## config.mk

```make
export PLATFORM = sky130hd
export DESIGN_NAME = tiered_wdt
export DESIGN_NICKNAME = d
export VERILOG_FILES = /design/src/rtl/wdt_pkg.sv /design/src/rtl/wdt_ctrl.sv /design/src/rtl/wdt_stretch.sv /design/src/rtl/wdt_dpath.sv /design/src/rtl/tiered_wdt.sv
export SDC_FILE = /design/constraint.sdc
export NUM_CORES = 1
export LEC_CHECK = 0
export BUFFER_PORTS_ARGS = -buffer_cell sky130_fd_sc_hd__buf_2
export CAP_MARGIN = 0
export CORE_UTILIZATION = 29
export DETAILED_ROUTE_END_ITERATION = 7
export HOLD_SLACK_MARGIN = 0.02
export PLACE_DENSITY_LB_ADDON = 0.2
export SLEW_MARGIN = 10
export SYNTH_ARGS = -nofsm -noshare
export SYNTH_HDL_FRONTEND = slang
export SYNTH_HIERARCHICAL = 1
export SYNTH_SLANG_ARGS = --single-unit
```

## constraint.sdc

```tcl
create_clock -name clk -period 7.1 [get_ports clk]
set_clock_uncertainty 0.05 [all_clocks]
set_input_delay 1.42 -clock clk [delete_from_list [all_inputs] [get_ports clk]]
set_output_delay 1.42 -clock clk [all_outputs]
set_load 0.05 [all_outputs]
```

## src/rtl/wdt_pkg.sv

```systemverilog
`timescale 1ns/1ps
package wdt_pkg;
  localparam int STAGES  = 4;
  localparam int STAGE_W = $clog2(STAGES);
  localparam int HOLD_W  = 32;
  localparam int LIMIT_W = HOLD_W + 4;
  localparam int ADDR_W  = 4;
  localparam int CODE_W  = 3;
  localparam int ACT_W   = 3;
  localparam int CHANNELS = 4;

  localparam logic [31:0] UNLOCK_KEY = 32'h50D83AA1;

  localparam logic [ADDR_W-1:0] A_KEY    = 4'd0;
  localparam logic [ADDR_W-1:0] A_CTRL   = 4'd1;
  localparam logic [ADDR_W-1:0] A_HOLD0  = 4'd2;
  localparam logic [ADDR_W-1:0] A_FEED   = 4'd6;
  localparam logic [ADDR_W-1:0] A_INTEN  = 4'd7;
  localparam logic [ADDR_W-1:0] A_INTST  = 4'd8;
  localparam logic [ADDR_W-1:0] A_INTCLR = 4'd9;

  typedef enum logic [ACT_W-1:0] {
    ACT_NONE = 3'd0,
    ACT_IRQ  = 3'd1,
    ACT_CPU  = 3'd2,
    ACT_SYS  = 3'd3,
    ACT_AON  = 3'd4
  } actT;

  // configuration the control hands to the datapath
  typedef struct packed {
    logic               run;
    logic               clr;
    logic [LIMIT_W-1:0] limit;
    logic [CODE_W-1:0]  cpuCode;
    logic [CODE_W-1:0]  sysCode;
  } cfgT;

  // one-cycle action strobes
  typedef struct packed {
    logic cpu0;
    logic cpu1;
    logic sys;
    logic aon;
  } fireT;

  function automatic int codeNs(input logic [CODE_W-1:0] c);
    case (c)
      3'd0: return 100;
      3'd1: return 200;
      3'd2: return 300;
      3'd3: return 400;
      3'd4: return 500;
      3'd5: return 800;
      3'd6: return 1600;
      default: return 3200;
    endcase
  endfunction

  function automatic int codeCycles(input logic [CODE_W-1:0] c, input int periodPs);
    return (codeNs(c) * 1000 + periodPs - 1) / periodPs;
  endfunction
endpackage

```

## src/rtl/wdt_ctrl.sv

```systemverilog
`timescale 1ns/1ps
module wdt_ctrl
  import wdt_pkg::*;
#(
  parameter logic [HOLD_W-1:0] HOLD_RST = 32'd1000
) (
  input  logic              clk,
  input  logic              rstN,
  input  logic              regWe,
  input  logic [ADDR_W-1:0] regAddr,
  input  logic [31:0]       regWdata,
  output logic [31:0]       regRdata,
  input  logic [1:0]        fuseSel,
  input  logic              sleepIn,
  input  logic              expired,
  output cfgT               cfg,
  output fireT              fire,
  output logic [STAGE_W-1:0] stageOut,
  output logic              irqOut
);
  logic unlockQ, enQ, bootQ, pauseQ, cpu0EnQ, cpu1EnQ, intEnQ, intStQ;
  logic [CODE_W-1:0] cpuCodeQ, sysCodeQ;
  logic [ACT_W-1:0]  actQ  [STAGES];
  logic [HOLD_W-1:0] holdQ [STAGES];
  logic [STAGE_W-1:0] stageQ;

  logic wrOk, feedHit, clrHit, irqSet;
  logic [ACT_W-1:0]  actNow;
  logic [HOLD_W-1:0] curHold;
  logic [31:0] ctrlView;

  assign wrOk    = regWe && unlockQ;
  assign feedHit = wrOk && (regAddr == A_FEED) && regWdata[0];
  assign clrHit  = regWe && (regAddr == A_INTCLR) && regWdata[0];

  // key, control fields, interrupt enable
  always_ff @(posedge clk or negedge rstN) begin
    if (!rstN) begin
      unlockQ  <= 1'b0;
      enQ      <= 1'b0;
      bootQ    <= 1'b0;
      pauseQ   <= 1'b0;
      cpu0EnQ  <= 1'b0;
      cpu1EnQ  <= 1'b0;
      cpuCodeQ <= '0;
      sysCodeQ <= '0;
      intEnQ   <= 1'b0;
    end else begin
      if (regWe && regAddr == A_KEY) unlockQ <= (regWdata == UNLOCK_KEY);
      if (wrOk && regAddr == A_CTRL) begin
        enQ      <= regWdata[0];
        bootQ    <= regWdata[1];
        pauseQ   <= regWdata[2];
        cpu0EnQ  <= regWdata[3];
        cpu1EnQ  <= regWdata[4];
        cpuCodeQ <= regWdata[7:5];
        sysCodeQ <= regWdata[10:8];
      end
      if (regWe && regAddr == A_INTEN) intEnQ <= regWdata[0];
    end
  end

  // per-stage action field and hold value
  for (genvar s = 0; s < STAGES; s++) begin : gStage
    localparam logic [ADDR_W-1:0] HOLD_ADDR = A_HOLD0 + ADDR_W'(s);
    always_ff @(posedge clk or negedge rstN) begin
      if (!rstN) begin
        actQ[s]  <= ACT_NONE;
        holdQ[s] <= HOLD_RST;
      end else begin
        if (wrOk && regAddr == A_CTRL) actQ[s] <= regWdata[12+4*s +: ACT_W];
        if (wrOk && regAddr == HOLD_ADDR) holdQ[s] <= regWdata[HOLD_W-1:0];
      end
    end
  end

  assign actNow  = actQ[stageQ];
  assign curHold = holdQ[stageQ];

  // stage sequencer and interrupt status
  always_ff @(posedge clk or negedge rstN) begin
    if (!rstN) begin
      stageQ <= '0;
      intStQ <= 1'b0;
    end else begin
      if (feedHit) stageQ <= '0;
      else if (expired) stageQ <= (stageQ == STAGE_W'(STAGES-1)) ? '0 : stageQ + 1'b1;
      if (irqSet) intStQ <= 1'b1;
      else if (clrHit) intStQ <= 1'b0;
    end
  end

  assign irqSet = expired && (actNow == ACT_IRQ);

  always_comb begin
    cfg.run     = (enQ || bootQ) && !(pauseQ && sleepIn);
    cfg.clr     = feedHit;
    cfg.cpuCode = cpuCodeQ;
    cfg.sysCode = sysCodeQ;
    if (stageQ == '0)
      cfg.limit = {{(LIMIT_W-HOLD_W){1'b0}}, curHold} << (3'd1 + {1'b0, fuseSel});
    else
      cfg.limit = {{(LIMIT_W-HOLD_W){1'b0}}, curHold};
  end

  always_comb begin
    fire.cpu0 = expired && (actNow == ACT_CPU) && cpu0EnQ;
    fire.cpu1 = expired && (actNow == ACT_CPU) && cpu1EnQ;
    fire.sys  = expired && (actNow == ACT_SYS);
    fire.aon  = expired && (actNow == ACT_AON);
  end

  always_comb begin
    ctrlView = '0;
    ctrlView[10:0] = {sysCodeQ, cpuCodeQ, cpu1EnQ, cpu0EnQ, pauseQ, bootQ, enQ};
    for (int s = 0; s < STAGES; s++) ctrlView[12+4*s +: ACT_W] = actQ[s];
  end

  always_comb begin
    regRdata = '0;
    case (regAddr)
      A_KEY:   regRdata[0] = unlockQ;
      A_CTRL:  regRdata = ctrlView;
      A_FEED:  regRdata[STAGE_W-1:0] = stageQ;
      A_INTEN: regRdata[0] = intEnQ;
      A_INTST: regRdata[0] = intStQ;
      default: begin
        for (int s = 0; s < STAGES; s++)
          if (regAddr == A_HOLD0 + ADDR_W'(s)) regRdata[HOLD_W-1:0] = holdQ[s];
      end
    endcase
  end

  assign stageOut = stageQ;
  assign irqOut   = intStQ && intEnQ;
endmodule

```

## src/rtl/wdt_stretch.sv

```systemverilog
`timescale 1ns/1ps
module wdt_stretch
  import wdt_pkg::*;
#(
  parameter int CLK_PS = 5000
) (
  input  logic              clk,
  input  logic              rstN,
  input  logic              load,
  input  logic [CODE_W-1:0] code,
  output logic              active
);
  localparam int MAX_CYC = codeCycles(3'd7, CLK_PS);
  localparam int CW      = $clog2(MAX_CYC + 1);

  logic [CW-1:0] leftQ, loadVal;

  always_comb begin
    loadVal = '0;
    for (int c = 0; c < (1 << CODE_W); c++)
      if (code == CODE_W'(c)) loadVal = CW'(codeCycles(CODE_W'(c), CLK_PS));
  end

  always_ff @(posedge clk or negedge rstN) begin
    if (!rstN) leftQ <= '0;
    else if (load) leftQ <= loadVal;
    else if (leftQ != '0) leftQ <= leftQ - 1'b1;
  end

  assign active = (leftQ != '0);
endmodule

```

## src/rtl/wdt_dpath.sv

```systemverilog
`timescale 1ns/1ps
module wdt_dpath
  import wdt_pkg::*;
#(
  parameter int CLK_PS = 5000
) (
  input  logic clk,
  input  logic rstN,
  input  cfgT  cfg,
  input  fireT fire,
  output logic expired,
  output logic cpu0Rst,
  output logic cpu1Rst,
  output logic sysRst,
  output logic aonRst
);
  logic [LIMIT_W-1:0] cntQ, cntInc;
  logic [CHANNELS-1:0] fireVec, rstVec;

  assign cntInc  = cntQ + 1'b1;
  assign expired = cfg.run && !cfg.clr && (cntInc >= cfg.limit);

  always_ff @(posedge clk or negedge rstN) begin
    if (!rstN) cntQ <= '0;
    else if (cfg.clr || expired) cntQ <= '0;
    else if (cfg.run) cntQ <= cntInc;
  end

  assign fireVec = {fire.aon, fire.sys, fire.cpu1, fire.cpu0};

  // channels 0,1 use the CPU width code, 2,3 the system code
  for (genvar g = 0; g < CHANNELS; g++) begin : gCh
    wdt_stretch #(.CLK_PS(CLK_PS)) u_stretch (
      .clk    (clk),
      .rstN   (rstN),
      .load   (fireVec[g]),
      .code   ((g < 2) ? cfg.cpuCode : cfg.sysCode),
      .active (rstVec[g])
    );
  end

  assign cpu0Rst = rstVec[0];
  assign cpu1Rst = rstVec[1];
  assign sysRst  = rstVec[2];
  assign aonRst  = rstVec[3];
endmodule

```

## src/rtl/tiered_wdt.sv

```systemverilog
`timescale 1ns/1ps
module tiered_wdt
  import wdt_pkg::*;
#(
  parameter int CLK_PS = 5000,
  parameter logic [HOLD_W-1:0] HOLD_RST = 32'd1000
) (
  input  logic        clk,
  input  logic        rstN,
  input  logic        regWe,
  input  logic [3:0]  regAddr,
  input  logic [31:0] regWdata,
  output logic [31:0] regRdata,
  input  logic [1:0]  fuseSel,
  input  logic        sleepIn,
  output logic        irqOut,
  output logic        cpu0Rst,
  output logic        cpu1Rst,
  output logic        sysRst,
  output logic        aonRst
);
  cfgT  cfg;
  fireT fire;
  logic expired;
  logic [STAGE_W-1:0] stageOut;

  wdt_ctrl #(.HOLD_RST(HOLD_RST)) u_ctrl (
    .clk(clk), .rstN(rstN), .regWe(regWe), .regAddr(regAddr),
    .regWdata(regWdata), .regRdata(regRdata), .fuseSel(fuseSel),
    .sleepIn(sleepIn), .expired(expired), .cfg(cfg), .fire(fire),
    .stageOut(stageOut), .irqOut(irqOut)
  );

  wdt_dpath #(.CLK_PS(CLK_PS)) u_dpath (
    .clk(clk), .rstN(rstN), .cfg(cfg), .fire(fire), .expired(expired),
    .cpu0Rst(cpu0Rst), .cpu1Rst(cpu1Rst), .sysRst(sysRst), .aonRst(aonRst)
  );
endmodule

```

==> results of run 1 <==
worst reg2reg max path: stages, from the launching register on:
cell      delay, ns
dfrtp_4        0.76
buf_4          0.36
inv_1          0.07
ha_1           0.57
nand2b_1       0.54
o221ai_2       0.33
inv_1          0.08
ha_1           0.32
nand4_1        0.13
nor4_1         0.47
and3_1         0.23
o41a_1         0.22
nor2_4         0.04
nor2b_1        0.51
nor4bb_1       0.37
and2_1         0.37
inv_1          0.20
a311o_1        0.35
metrics by stage:
| step | worst slack (ns) | power, W | hold WS (ns) | util [%] | area (µm²) |
|---|---|---|---|---|---|
| after floorplan | 1.35 | 0.00147 | 0.422 | - | 16100 |
| after global placement | 0.555 | 0.00157 | 0.447 | 31.2 | 17200 |
| after detailed placement | 0.386 | 0.00157 | 0.453 | 31.2 | 17200 |
| after CTS | 0.959 | 0.00309 | 0.470 | 32.9 | 18100 |
| after global routing | 0.365 | 0.00316 | 0.495 | 32.9 | 18100 |
| final | 0.903 | 0.00304 | 0.471 | 32.9 | 18100 |
registers in the layout (all words and copies together) (netlist names), 2 cells and up:
register,count
u_ctrl/sysCodeQ,3
u_ctrl/holdQ,128
u_ctrl/actQ,12
u_dpath/cntQ,36
u_dpath/gCh.u_stretch/leftQ,40
u_ctrl/stageOut,2
u_ctrl/cpuCodeQ,3
per-layer routing:
layer / GRT usage (%) / vias to the layer above / part of all wire [%]
li1: - / 5999 / -
met1: 23.6 / 6542 / 45
met2: 29.1 / 318 / 48
met3: 2.55 / 78 / 4.6
met4: 5.08 / 2 / 2.5
met5: 0 / - / 0.024
where the power goes:
group	switching (W)	internal, W
sequential	0.000000915	0.00132
clock	0.000591	0.000902
combinational	0.000157	0.0000610
layout make-up:
cell class                 count  area (µm²)  area share, %
multi-input combinational   1196        9490           52.4
sequential                   232        5840           32.2
tap                          748         936           5.17
clock buffer                  47         913           5.04
timing repair buffer         110         641           3.54
inverter                      65         246           1.36
clock inverter                 4        45.0          0.249
antenna                        1        2.50         0.0138
cells in the mapped netlist, types with 15 or more instances:
master / count
a21oi_1: 57
a222oi_1: 27
a22oi_1: 25
a31oi_1: 21
buf_2: 17
buf_4: 17
clkbuf_1: 63
dfrtp_1: 208
dfstp_2: 24
ha_1: 48
inv_1: 62
mux2_2: 165
mux2i_1: 89
mux4_2: 26
nand2_1: 173
nand2b_1: 45
nand3_1: 47
nand3b_1: 16
nand4_1: 18
nor2_1: 75
nor2b_1: 15
o21ai_0: 34
o221ai_1: 21
xnor2_1: 33
xor2_1: 21
worst min-delay path by stage:
stage                                  from                end  slack, ns  cells past startpoint
final                      u_ctrl/holdQ[30]   u_ctrl/holdQ[30]       0.47                      1
after global routing       u_ctrl/holdQ[32]   u_ctrl/holdQ[32]       0.49                      1
after CTS                  u_ctrl/holdQ[48]   u_ctrl/holdQ[48]       0.47                      1
after detailed placement  u_ctrl/holdQ[100]  u_ctrl/holdQ[100]       0.45                      1
after global placement    u_ctrl/holdQ[100]  u_ctrl/holdQ[100]       0.45                      1
after floorplan            u_ctrl/holdQ[32]   u_ctrl/holdQ[32]       0.42                      1
logic make-up (layout without fill, tap and decap cells):
logic type / count (synthesis) / after routing / share of synthesized area [%]
AOI/OAI and AO/OA: 298 / 298 / 13.3
xor gates and xnor gates: 55 / 55 / 3.03
adders and majority gates: 48 / 48 / 3.72
buffers and inverters: 179 / 226 / 5.21
DFF: 232 / 232 / 36.2
muxes: 286 / 286 / 21.1
other: 0 / 1 / 0
and+or+nand+nor: 509 / 509 / 17.4
==> impl_metrics.json, run 1 <==
{
  "reg2reg_slack_ns": 1.01,
  "fp.coreArea_um2": 55000,
  "n_fill_cell": 5646,
  "insertion_delay_ns": 0.57,
  "holdBufCountCts": 0,
  "critPathLaunch": "fuseSel[0]",
  "power_density_nw_per_um2": 168,
  "setup_viol": 0,
  "cts_num_sinks": 232,
  "first_pass_iters": 6,
  "max_stage_delay_ns": 0.51,
  "portBuffers": 78,
  "most-common-layout-cells": "dfrtp_1, nand2_1, mux2_2",
  "r2r-end": "u_dpath/gCh[0].u_stretch/leftQ[7]",
  "cap_violations": 0,
  "drc": 0,
  "syn2layout_area_growth_pct": 12.3,
  "ys_seq_area_share_pct": 36.2,
  "cts_buffers": 28,
  "cp_num_buf_inv": 3,
  "nNetsFinal": 1723,
  "worstPathCellList": "buf_2, ha_2, and2_1, a22o_1, a221oi_1, a21oi_1, o221ai_1, inv_1, ha_1, nand4_1, nor4_1, and3_1, o41a_1, nor2_4, nor2b_1, nor4bb_1, and2_1, inv_1, a311o_1",
  "synth-edff-count": 0,
  "syn_inst": 1607,
  "fmax_mhz": 161,
  "avgSynthCellArea_um2": 10.0,
  "ys.flop_type": "dfrtp_1",
  "cp_max_fo": 13,
  "path_clk_slew_ns": 0.06,
  "hold_viol": 0,
  "tightest_slew_ns": 1.20,
  "cp.depth": 19,
  "wl_per_cell_um": 20.6,
  "rr_startpoint": "u_ctrl/stageOut[1]",
  "slew_headroom_pct": 20.0,
  "final_common_cell": "dfrtp_1",
  "antenna_found_initial": 2,
  "fp.dieW_um": 238,
  "cp-end-kind": "flip-flop",
  "clockRootBuffer": "clkbuf_16",
  "startpoint_type": "input pin",
  "critPathCapture": "u_dpath/gCh[0].u_stretch/leftQ[7]",
  "synthArstFlopShare_pct": 100,
  "drt_iter0_drc": 940,
  "dp.cells": 2351,
  "io_pins": 79,
  "htreeDepth": 1,
  "gp_congestion": 0.846,
  "netlist_top_cells_area": "dfrtp_1, mux2_2, mux2i_1, nand2_1, dfstp_2",
  "initial_core_util_pct": 29.3,
  "period_share_pct": 87.3,
  "dieArea_um2": 56500,
  "critPathArrivalTime_ns": 6.59,
  "clockBufferDepth": 3,
  "yosysWarnings": 6,
  "vdd.ir_drop.worst_uv": 157,
  "via_per_inst": 5.38,
  "synth_fp_nets": 1697,
  "synth.distinct_cells": 97,
  "syn_area_um2": 16100,
  "hpwl_um": 34900,
  "cts_setup_buffers": 0,
  "routed_wl_um": 49600,
  "grt_max_degree": 99,
  "rsz0062_at_grt": "no",
  "fin_cells": 2403,
  "grt_pass1_vias": 13039,
  "maxSlewViolCount": 0,
  "placementRows": 86,
  "critPathRequiredTime_ns": 7.49,
  "routed-via-count": 12939,
  "synth_seq_cells": 232,
  "p_leak_nw": 7.55,
  "critPathTopFamily": "simple AND/OR/NAND/NOR gates",
  "cts_resized": 0,
  "tns_ns": 0,
  "die-height_um": 238,
  "yosysTopAreaCellShare_pct": 32.3,
  "drive_gt1_share_pct": 25.2,
  "run_status": "complete, no violations",
  "crit_path_top_delay_cell": "nor2b_1",
  "cts_tree": "built",
  "track_usage_pct": 17.5,
  "ant_nets": 0,
  "ff2ff_path_depth": 17,
  "grt_pass1_wl_um": 78400,
  "min_period_ns": 6.20,
  "grt-ovfl-total": 0,
  "crit_type": "input pin to flip-flop",
  "hp-class": "flip-flop to flip-flop",
  "yosysTopAreaCell": "dfrtp_1"
}
Power figures use the tool's default switching activity.
==> inputs of run 2 (changes only) <==
- CELL_PAD_IN_SITES_DETAIL_PLACEMENT: unset -> 0
- CELL_PAD_IN_SITES_GLOBAL_PLACEMENT: unset -> 1
==> impl_metrics.json, run 2 (same netlist as run 1, synthesis figures left out) <==
{
  "cts_resized": 0,
  "cp_max_fo": 44,
  "power_density_nw_per_um2": 174,
  "worstPathCellList": "buf_12, inv_1, ha_1, nand2b_1, o221ai_1, inv_1, ha_1, nand4_1, nor4_1, and3_1, o41a_1, nor2_4, nor2b_1, nor4bb_1, buf_4, and2_1, inv_1, nor3_1, a31oi_1, o41ai_1",
  "cp_num_buf_inv": 5,
  "critPathArrivalTime_ns": 6.83,
  "pre_cts_ws_ns": 0.192,
  "cts_tree": "built",
  "syn2layout_area_growth_pct": 13.0,
  "first_pass_iters": 8,
  "clockBufferDepth": 3,
  "hp-class": "flip-flop to flip-flop",
  "n_fill_cell": 5613,
  "stdcell_area_um2": 18200,
  "run_status": "complete, no violations",
  "htreeDepth": 1,
  "hold_depth": 1,
  "initial_core_util_pct": 29.3,
  "clockRootBuffer": "clkbuf_16",
  "holdBufCountCts": 0,
  "cp.depth": 20,
  "hpwl_um": 35200,
  "gp_congestion": 0.845,
  "setup_viol": 0,
  "cap_violations": 0,
  "path_clk_slew_ns": 0.06,
  "cts_buffers": 29,
  "most-common-layout-cells": "dfrtp_1, nand2_1, mux2_2",
  "vdd.ir_drop.worst_uv": 126,
  "nNetsFinal": 1720,
  "dieArea_um2": 56500,
  "fp.coreArea_um2": 55000,
  "grt_pass1_vias": 12874,
  "drive_gt1_share_pct": 25.5,
  "cts_setup_buffers": 0,
  "grt_pass1_wl_um": 79300,
  "io_pins": 79,
  "routed_wl_um": 50800,
  "layout_setup_ws_ns": 0.670,
  "antenna_found_initial": 1,
  "crit_path_top_delay_cell": "dfrtp_4",
  "fmax_mhz": 156,
  "reg_top3": "u_ctrl/holdQ (128), u_dpath/gCh.u_stretch/leftQ (40), u_dpath/cntQ (36)",
  "crit_type": "flip-flop to flip-flop",
  "tightest_slew_ns": 1.12,
  "fp.dieW_um": 238,
  "critPathRequiredTime_ns": 7.50,
  "maxSlewViolCount": 0,
  "grt-ovfl-total": 0,
  "largest_register_ffs": 128,
  "insertion_delay_ns": 0.57,
  "slew_headroom_pct": 25.5,
  "drt_iter0_drc": 1125,
  "period_share_pct": 90.6,
  "startpoint_type": "flip-flop",
  "cts_num_sinks": 232,
  "routed-via-count": 12885,
  "critPathTopFamily": "simple AND/OR/NAND/NOR gates",
  "place_area_um2": 17200,
  "final_common_cell": "dfrtp_1",
  "via_per_inst": 5.37,
  "ff2ff_path_depth": 20,
  "die-height_um": 238,
  "grt_max_degree": 130,
  "cpMostUsedCell": "inv_1",
  "rsz0062_at_grt": "no",
  "cp-end-kind": "flip-flop",
  "hold_viol": 0,
  "portBuffers": 78,
  "tns_ns": 0,
  "regMostFlops": "u_ctrl/holdQ",
  "placementRows": 86,
  "drc": 0,
  "track_usage_pct": 18.0,
  "min_period_ns": 6.43,
  "p_leak_nw": 7.59,
  "max_stage_delay_ns": 0.75,
  "ant_nets": 0,
  "wl_per_cell_um": 21.2
}
[run 2: changes by cell type in the layout (fill, tap and decap cells not counted), moves of 2 or more]
cell / change
buf_4: -6
and3_1: -4
and3_2: +4
bufinv_16: +4
clkbuf_1: -4
clkinv_2: +3
buf_12: +2
clkbuf_8: -2
[run 2: worst paths after layout]
| check | startpoint | to | slack (ns) |
|---|---|---|---|
| worst max-delay path | u_ctrl/stageOut[1] | u_dpath/gCh[0].u_stretch/leftQ[4] | 0.67 |
| worst min-delay path | u_dpath/cntQ[35] | u_dpath/cntQ[35] | 0.46 |
| max in group asynchronous | rstN | u_ctrl/holdQ[60] | 4.92 |
| worst max register to register | u_ctrl/stageOut[1] | u_dpath/gCh[0].u_stretch/leftQ[4] | 0.67 |
| worst min register to register | u_dpath/cntQ[35] | u_dpath/cntQ[35] | 0.46 |
| min in group asynchronous | rstN | u_dpath/gCh[0].u_stretch/leftQ[2] | 0.85 |
[run 2: area by class of cell]
class / count / area, µm² / area share [%]
clock buffers: 41 / 871 / 4.78
flip-flops and latches: 232 / 5840 / 32.1
inverters: 65 / 246 / 1.35
clock inverters: 12 / 189 / 1.04
multi-input cells: 1196 / 9500 / 52.1
diodes: 1 / 2.50 / 0.0137
well taps: 748 / 936 / 5.14
repair buffers: 106 / 636 / 3.49
[run 2: routing by layer]
| metal | global-route usage, % | wire, µm |
|---|---|---|
| met1 | 24.4 | 23100 |
| met2 | 29.8 | 24200 |
| met3 | 2.61 | 2430 |
| met4 | 4.65 | 1100 |
| met5 | 0 | 0 |
[run 2: stage by stage]
step / util [%] / instances / total power [W] / hold slack (ns)
after floorplan: - / 1607 / 0.00147 / 0.422
after global placement: 31.2 / 2347 / 0.00157 / 0.441
after detailed placement: 31.2 / 2347 / 0.00157 / 0.450
after CTS: 33.1 / 2400 / 0.00323 / 0.465
after global routing: 33.1 / 2400 / 0.00330 / 0.485
final: 33.1 / 2401 / 0.00318 / 0.460
[run 2: report_power, final]
group	total (W)	leakage (nW)	switching (W)	internal [W]
Clock	0.00163	0.530	0.000604	0.00103
Combinational	0.000219	4.08	0.000158	0.0000608
Sequential	0.00133	2.98	0.000000881	0.00132
Total	0.00318	7.59	0.000763	0.00241
